[src/rtl/resv_monitor.sv]
module resv_monitor #(
  parameter int DEPTH  = 8,
  parameter int LINE_W = 32,
  parameter int ID_W   = 4
) (
  input  logic              clk,
  input  logic              rst_n,
  input  logic              done_i,
  input  logic [3:0]        kind_i,
  input  logic [LINE_W-1:0] line_i,
  input  logic [ID_W-1:0]   who_i,
  input  logic              bypass_i,
  output logic              ok_o,
  output logic              result_o,
  output logic              block_o,
  output logic              unblock_o
);
  localparam int RW = $clog2(DEPTH);
  localparam logic [3:0] K_LD = 4'd0, K_IF = 4'd1, K_LL = 4'd3, K_SC = 4'd4;
  localparam logic [3:0] K_LRD = 4'd6, K_LWR = 4'd7, K_FL = 4'd8;

  logic [DEPTH-1:0]  vld_q;
  logic [LINE_W-1:0] tag_q  [DEPTH];
  logic [ID_W-1:0]   own_q  [DEPTH];
  logic [RW-1:0]     rank_q [DEPTH];

  logic [DEPTH-1:0] hit_v;
  logic [RW-1:0]    hit_idx, free_idx, old_idx, set_idx;
  logic             free_any;
  logic [RW:0]      cnt, set_rank, clr_rank;

  for (genvar g = 0; g < DEPTH; g++) begin : g_cmp
    assign hit_v[g] = vld_q[g] && (tag_q[g] == line_i);
  end

  always_comb begin
    hit_idx  = '0;
    free_idx = '0;
    old_idx  = '0;
    free_any = 1'b0;
    cnt      = '0;
    for (int i = DEPTH - 1; i >= 0; i--) begin
      if (hit_v[i]) hit_idx = RW'(i);
      if (!vld_q[i]) begin
        free_idx = RW'(i);
        free_any = 1'b1;
      end
      if (vld_q[i] && rank_q[i] == RW'(DEPTH - 1)) old_idx = RW'(i);
      cnt = cnt + (RW+1)'(vld_q[i]);
    end
  end

  wire hit_any = |hit_v;
  wire owned   = hit_any && (own_q[hit_idx] == who_i);
  wire is_ll   = kind_i == K_LL;
  wire is_sc   = kind_i == K_SC;
  wire is_rd   = (kind_i == K_LD) || (kind_i == K_IF) || (kind_i > K_FL);
  wire act     = done_i && !bypass_i;
  wire do_set  = act && is_ll;
  wire do_clr  = act && ((is_sc && hit_any) || (!is_rd && !is_sc && !is_ll && owned));

  assign set_idx  = hit_any ? hit_idx : (free_any ? free_idx : old_idx);
  assign set_rank = (hit_any || !free_any) ? {1'b0, rank_q[set_idx]} : cnt;
  assign clr_rank = {1'b0, rank_q[hit_idx]};

  always_ff @(posedge clk or negedge rst_n) begin
    if (!rst_n) begin
      vld_q <= '0;
      for (int i = 0; i < DEPTH; i++) begin
        tag_q[i]  <= '0;
        own_q[i]  <= '0;
        rank_q[i] <= '0;
      end
    end else if (do_set) begin
      for (int i = 0; i < DEPTH; i++) begin
        if (RW'(i) == set_idx) begin
          vld_q[i]  <= 1'b1;
          tag_q[i]  <= line_i;
          own_q[i]  <= who_i;
          rank_q[i] <= '0;
        end else if (vld_q[i] && {1'b0, rank_q[i]} < set_rank) begin
          rank_q[i] <= rank_q[i] + 1'b1;
        end
      end
    end else if (do_clr) begin
      for (int i = 0; i < DEPTH; i++) begin
        if (RW'(i) == hit_idx) begin
          vld_q[i] <= 1'b0;
        end else if (vld_q[i] && {1'b0, rank_q[i]} > clr_rank) begin
          rank_q[i] <= rank_q[i] - 1'b1;
        end
      end
    end
  end

  assign ok_o      = done_i && (bypass_i || !is_sc || owned);
  assign result_o  = ok_o && is_sc;
  assign block_o   = done_i && (kind_i == K_LRD);
  assign unblock_o = done_i && (kind_i == K_LWR);
endmodule

[config.mk]
export PLATFORM = sky130hd
export DESIGN_NAME = resv_monitor
export DESIGN_NICKNAME = d
export VERILOG_FILES = /design/src/rtl/resv_monitor.sv
export SDC_FILE = /design/constraint.sdc
export NUM_CORES = 1
export LEC_CHECK = 0
export CAP_MARGIN = 20
export CORE_MARGIN = 8
export CORE_UTILIZATION = 50
export CTS_CLUSTER_SIZE = 24
export DETAILED_ROUTE_END_ITERATION = 10
export MAX_ROUTING_LAYER = met4
export PLACE_DENSITY = 0.77
export REMOVE_ABC_BUFFERS = 1
export SLEW_MARGIN = 10
export SYNTH_ARGS = -nofsm -noshare
export SYNTH_HDL_FRONTEND = slang
export SYNTH_SLANG_ARGS = --single-unit
[constraint.sdc]
create_clock -name clk -period 12.1 [get_ports clk]
set_clock_uncertainty 0.1 [all_clocks]
set_input_delay 2.42 -clock clk [delete_from_list [all_inputs] [get_ports clk]]
set_output_delay 2.42 -clock clk [all_outputs]
set_load 0.02 [all_outputs]
==> results of run 1 <==
-- cells by family after synthesis --
| family | count (synthesis) | share of synthesized area [%] |
|---|---|---|
| fa+ha+maj | 71 | 4.77 |
| compound gates | 276 | 9.41 |
| flops | 320 | 41.6 |
| mux | 245 | 14.2 |
| buf+inv | 177 | 3.77 |
| simple gates | 578 | 15.2 |
| xor+xnor | 242 | 11.1 |
-- final cells by class --
| class | count | area share (%) |
|---|---|---|
| well taps | 518 | 3.00 |
| clock buffers | 52 | 5.12 |
| inverters | 56 | 0.974 |
| diodes | 1 | 0.0116 |
| flip-flops and latches | 320 | 37.1 |
| repair buffers | 94 | 4.13 |
| clock inverters | 13 | 0.748 |
| multi-input cells | 1412 | 48.9 |
-- layer usage --
metal  up-vias  part of all wire [%]
li1       6801                     -
met4         0                   3.4
met1      7678                    42
met5         -                     0
met2       762                    46
met3       143                   8.2
-- cells in the final DEF (no fill, tap or decap), types with 13 or more instances in the layout --
cell,Yosys,layout
nand2b_1,36,36
nor4_1,56,55
nand4_1,62,62
a31oi_1,15,15
xor2_1,96,96
inv_1,55,55
clkbuf_16,0,38
mux2i_1,21,21
dfrtp_1,320,320
o21ai_0,93,93
nor2_1,87,86
nor3_1,37,36
nand2_1,194,193
ha_1,67,67
mux2_2,223,223
a21oi_1,47,47
nand3_1,33,31
nor2b_1,13,13
a211oi_1,17,17
buf_4,2,41
clkdlybuf4s50_1,0,46
xnor2_1,145,145
-- flip-flops by register name, indices dropped and copies added, names as in the netlist --
signal and cells:
own_q 32, tag_q 256, rank_q 24, vld_q 8
-- power by group through the flow --
stage	sequential (mW)	combinational, mW	clock [mW]
floorplan	1.20	0.520	0
CTS	1.20	0.792	1.17
global route	1.21	0.905	1.22
global placement	1.22	0.754	0
finish	1.20	0.806	1.16
detailed placement	1.22	0.785	0
-- how the worst min path moves through the flow --
stage                                from                     to  slack, ps
finish               own_q[7]$_DFFE_PN0P_   own_q[7]$_DFFE_PN0P_        390
global route        own_q[27]$_DFFE_PN0P_  own_q[27]$_DFFE_PN0P_        410
CTS                  own_q[7]$_DFFE_PN0P_   own_q[7]$_DFFE_PN0P_        380
detailed placement   own_q[7]$_DFFE_PN0P_   own_q[7]$_DFFE_PN0P_        370
global placement     own_q[7]$_DFFE_PN0P_   own_q[7]$_DFFE_PN0P_        360
floorplan            own_q[7]$_DFFE_PN0P_   own_q[7]$_DFFE_PN0P_        340
-- worst max-delay path, delay by kind of cell --
kind,cells,cell delay [ps]
AND/OR/NAND/NOR,6,2400
buffers and inverters,4,2160
AO/OA/AOI/OAI,5,1070
multiplexers,1,200
-- through the flow --
| stage | instance area (µm²) | setup slack, ps |
|---|---|---|
| finish | 21600 | 1300 |
| global route | 21600 | 1070 |
| CTS | 21500 | 1440 |
| detailed placement | 20200 | 1430 |
| global placement | 20200 | 1470 |
| floorplan | 18700 | 3340 |
==> results_dict.tcl, run 1 <==
set metrics [dict create \
    crit_type "in -> out" \
    grt.total_usage_pct 26.9 \
    use_met3_pct 4.60 \
    ys_ff_latch 320 \
    path_max_fanout 34 \
    syn2layout_area_growth_pct 12.1 \
    antenna_found_initial 1 \
    critPathArrivalTime_ps 8280 \
    start_util_pct 50.3 \
    regArea_mm2 0.00801 \
    ant_nets 0 \
    die_y_um 212 \
    p_leak_nw 9.83 \
    boundaryPins 48 \
    met1_usage_pct 34.8 \
    synthArstFlopShare_pct 100 \
    power_switching_mw 1.02 \
    worstSetupStartpoint "line_i[13]" \
    setup_viol 0 \
    coreArea_mm2 0.0383 \
    crit_top_cell "clkdlybuf4s50_1" \
    rows 72 \
    path_cells "clkdlybuf4s50_1 -> inv_1 -> o2111ai_1 -> nor4_1 -> nand4_1 -> o21ai_0 -> a32oi_4 -> buf_4 -> mux2i_1 -> a211oi_1 -> or3b_2 -> nand4b_2 -> nor2_1 -> o31a_1 -> nor2b_1 -> clkdlybuf4s50_1" \
    drt-initial-drc-count 1568 \
    wirelength_mm 58.8 \
    grt_first_pass_wirelength_mm 91.4 \
    synthCells 1909 \
    hpwl_mm 40.8 \
    clockBufferDepth 3 \
    grt_max_degree 168 \
    whs_ps 385 \
    yosys.cell_types.count 80 \
    placedCellCount 2396 \
    layout-drive-gt1-share_pct 18.5 \
    cts_resized 0 \
    vias_per_cell 6.24 \
    cts_buffers 37 \
    hold_path_depth 2 \
    finalHoldViolCount 0 \
    cts_setup_buffers 0 \
    ys.warnings.count 0 \
    drcViolationCount 0 \
    finalNonFillerCells 2466 \
    setup-tns-final_ps 0 \
    die_w_um 212 \
    total_power_mw 3.17 \
    grt_pass1_vias 15500 \
    fin_util_pct 56.3 \
    start_kind "input port" \
    regToRegSetupSlack_ps 5690 \
    ff2ff_path_depth 18 \
    pwr_density_cell_mw_per_mm2 147 \
    place.gp.congestion 0.965 \
    cpPeakStageDelay_ps 880 \
    synth-seq-area-share_pct 41.6 \
    endpoint_kind "output port" \
    htree_levels 2 \
    port_buffers 47 \
    clock_sinks 320 \
    multi_input_area_mm2 0.0105 \
    dieArea_mm2 0.0450 \
    firstDrtPassIters 6 \
    synthFlopType "dfrtp_1" \
    fmax_mhz 92.6 \
    clkPwrFrac_pct 36.6 \
    drv_cap 0 \
    grt_overflow 0 \
    crit_path_top_delay_cell "nor4_1" \
    fillCellCount 3216 \
    synth_common_cells "dfrtp_1, mux2_2, nand2_1" \
    synth.area.top_cells "dfrtp_1, mux2_2, xnor2_1, xor2_1, ha_1" \
    min_path_type "reg -> reg" \
    wl_per_cell_um 23.8 \
    fin_crit_ps 10800 \
    critPathRequiredTime_ps 9580 \
    run_status "completed" \
    slew_headroom_pct 24.7 \
    slew_viol_final 0 \
    netlist_area_mm2 0.0192 \
    irDropWorstVdd_uv 132 \
    rsz0062_at_grt "false" \
    postCtsHoldBufs 0 \
    path_clk_slew_ps 60 \
    internal_power_mw 2.15 \
    r2r_end "rank_q[6]$_DFFE_PN0P_" \
    synthDominantCellAreaShare_pct 41.6 \
    insertion_delay_ps 550 \
    fin_crit_sh_pct 89.2 \
    swShare_pct 32.3 \
    post-synth-top-count-cell "dfrtp_1" \
    vias 15400 \
    top_usage_layer "met2" \
    worstMarginPinSlew_ps 1120 \
    grtUsageMet2_pct 42.5 \
    nNetsFinal 2036 \
    rr_startpoint "vld_q[5]$_DFFE_PN0P_" \
    crit_end "result_o" \
    synth-edff-count 0 \
    clock_tree.root_cell "clkbuf_16" \
    cts_tree "built" \
    syn_area_per_cell_um2 10.1 \
    p_comb_share_pct 25.4 \
    p_seq_share_pct 38.0 \
    yosysTopAreaCell "dfrtp_1" \
]
No activity file was read; power rests on OpenSTA's default activity.
==> run 2: changes to the inputs <==
--- a/config.mk
+++ b/config.mk
@@ -6,8 +6,9 @@
 export NUM_CORES = 1
 export LEC_CHECK = 0
 export CAP_MARGIN = 20
-export CORE_MARGIN = 8
+export CORE_MARGIN = 10
 export CORE_UTILIZATION = 50
+export CTS_CLUSTER_DIAMETER = 100
 export CTS_CLUSTER_SIZE = 24
 export DETAILED_ROUTE_END_ITERATION = 10
 export MAX_ROUTING_LAYER = met4
==> run 2 against run 1 <==
  * Combinational power rose by 1%
  * Sequential share of layout area grew 1.3 points
  * Die area grew 3.8%
  * First-iteration DRC count grew 13%
  * Register-to-register slack worse by 130 ps
  * Critical endpoint unchanged
  * Utilization down 1.2 points
  * Sequential cell count unchanged
  * Cell area shrank 3.3%
  * Non-clock buffer count increased by 1
  * Clock-buffer cell count fell by 33
==> results_dict.tcl, run 2 (synthesis gave the netlist of run 1 again) <==
set metrics [dict create \
    top_usage_layer "met2" \
    place.gp.congestion 0.997 \
    boundaryPins 48 \
    rows 71 \
    irDropWorstVdd_uv 101 \
    cts_setup_buffers 0 \
    critPathArrivalTime_ps 8030 \
    largest-register "tag_q" \
    antenna_found_initial 0 \
    final_common_cell "dfrtp_1" \
    clock_sinks 320 \
    use_met3_pct 3.25 \
    worstMarginPinSlew_ps 1210 \
    drcViolationCount 0 \
    cts_tree "built" \
    setup_viol 0 \
    grtUsageMet2_pct 39.1 \
    critPathRequiredTime_ps 9580 \
    vias 15200 \
    slew_viol_final 0 \
    ant_nets 0 \
    wirelength_mm 58.9 \
    start_util_pct 50.9 \
    fillCellCount 3310 \
    diodes 0 \
    wl_per_cell_um 24.4 \
    grt_max_degree 140 \
    fmax_mhz 94.8 \
    finalHoldViolCount 0 \
    rsz0062_at_grt "false" \
    grt.total_usage_pct 25.2 \
    postCtsHoldBufs 0 \
    p_leak_nw 9.48 \
    top_regs "tag_q: 256 flops, own_q: 32 flops, rank_q: 24 flops" \
    setup-tns-final_ps 0 \
    fin_crit_ps 10550 \
    fin_crit_sh_pct 87.2 \
    clock_tree.root_cell "clkbuf_16" \
    run_status "completed" \
    start_kind "input port" \
    fin_util_pct 55.1 \
    hpwl_mm 41.6 \
    met1_usage_pct 33.6 \
    grt_pass1_vias 15000 \
    drv_cap 0 \
    coreArea_mm2 0.0378 \
    cts_resized 0 \
    endpoint_kind "output port" \
    cts_buffers 18 \
    nNetsFinal 2018 \
    port_buffers 47 \
    insertion_delay_ps 560 \
    crit_type "in -> out" \
    firstDrtPassIters 5 \
    clockBufferDepth 3 \
    largest_reg_flops 256 \
    slew_headroom_pct 18.8 \
    die_w_um 216 \
    dieArea_mm2 0.0467 \
    min_path_type "reg -> reg" \
    ff2ff_path_depth 20 \
    htree_levels 1 \
    syn2layout_area_growth_pct 8.33 \
    layout-drive-gt1-share_pct 17.0 \
    path_max_fanout 13 \
    final_cell_mix "dfrtp_1, mux2_2, nand2_1" \
    grt_overflow 0 \
    die_y_um 216 \
    pwr_density_cell_mw_per_mm2 131 \
    drt-initial-drc-count 1771 \
    path_clk_slew_ps 100 \
    hold_path_depth 2 \
    vias_per_cell 6.30 \
    grt_first_pass_wirelength_mm 90.1 \
]
-- run 2: routing by layer --
metal | up-vias | routed length [µm]
met2 | 730 | 27200
met4 | 0 | 2010
met3 | 127 | 4620
li1 | 6744 | -
met1 | 7633 | 25100
met5 | - | 0
-- run 2: area by class of cell --
cell class | instances | area, µm² | share of cell area, %
multi-input cells | 1412 | 10500 | 50.6
flip-flops and latches | 320 | 8010 | 38.4
repair buffers | 95 | 873 | 4.19
well taps | 511 | 639 | 3.07
clock buffers | 19 | 454 | 2.18
inverters | 56 | 210 | 1.01
clock inverters | 6 | 118 | 0.564
-- run 2: final timing paths --
check	from	to	slack [ps]
worst min register to register	own_q[27]$_DFFE_PN0P_	own_q[27]$_DFFE_PN0P_	400
min in group asynchronous	rst_n	rank_q[2]$_DFFE_PN0P_	1830
worst max register to register	tag_q[168]$_DFFE_PN0P_	rank_q[6]$_DFFE_PN0P_	5560
max in group asynchronous	rst_n	own_q[21]$_DFFE_PN0P_	7900
worst max-delay path	line_i[27]	result_o	1550
worst min-delay path	own_q[27]$_DFFE_PN0P_	own_q[27]$_DFFE_PN0P_	400
-- run 2: worst max-delay path: stages --
cell and delay (ps):
clkdlybuf4s50_1 990, inv_1 290, a22o_1 280, or4_1 520, nor4_1 860, nor4_1 120
o21ai_1 600, o22ai_1 200, a211o_1 330, a211oi_2 230, o22ai_2 160, nor2_1 160
o31a_1 150, nor2b_1 120, clkdlybuf4s50_1 610
-- run 2: metrics by stage --
stage | hold WS [ps] | total power [mW] | instance area [µm²] | std cells | setup WS [ps]
5_1_grt | 428 | 2.88 | 20900 | 2419 | 1320
4_1_cts | 397 | 2.72 | 20800 | 2413 | 1610
3_5_place_dp | 369 | 2.02 | 20200 | 2388 | 1610
6_report | 402 | 2.72 | 20900 | 2419 | 1550
3_3_place_gp | 375 | 1.98 | 20200 | 2388 | 1820
2_1_floorplan | 344 | 1.72 | 18700 | 1788 | 3340
-- run 2: where the power goes --
part	total [mW]	switching, mW	leakage (nW)	internal [mW]
clock network	0.707	0.384	0.279	0.324
logic	0.818	0.491	4.90	0.327
registers	1.20	0.0653	4.30	1.13
total	2.72	0.940	9.48	1.78
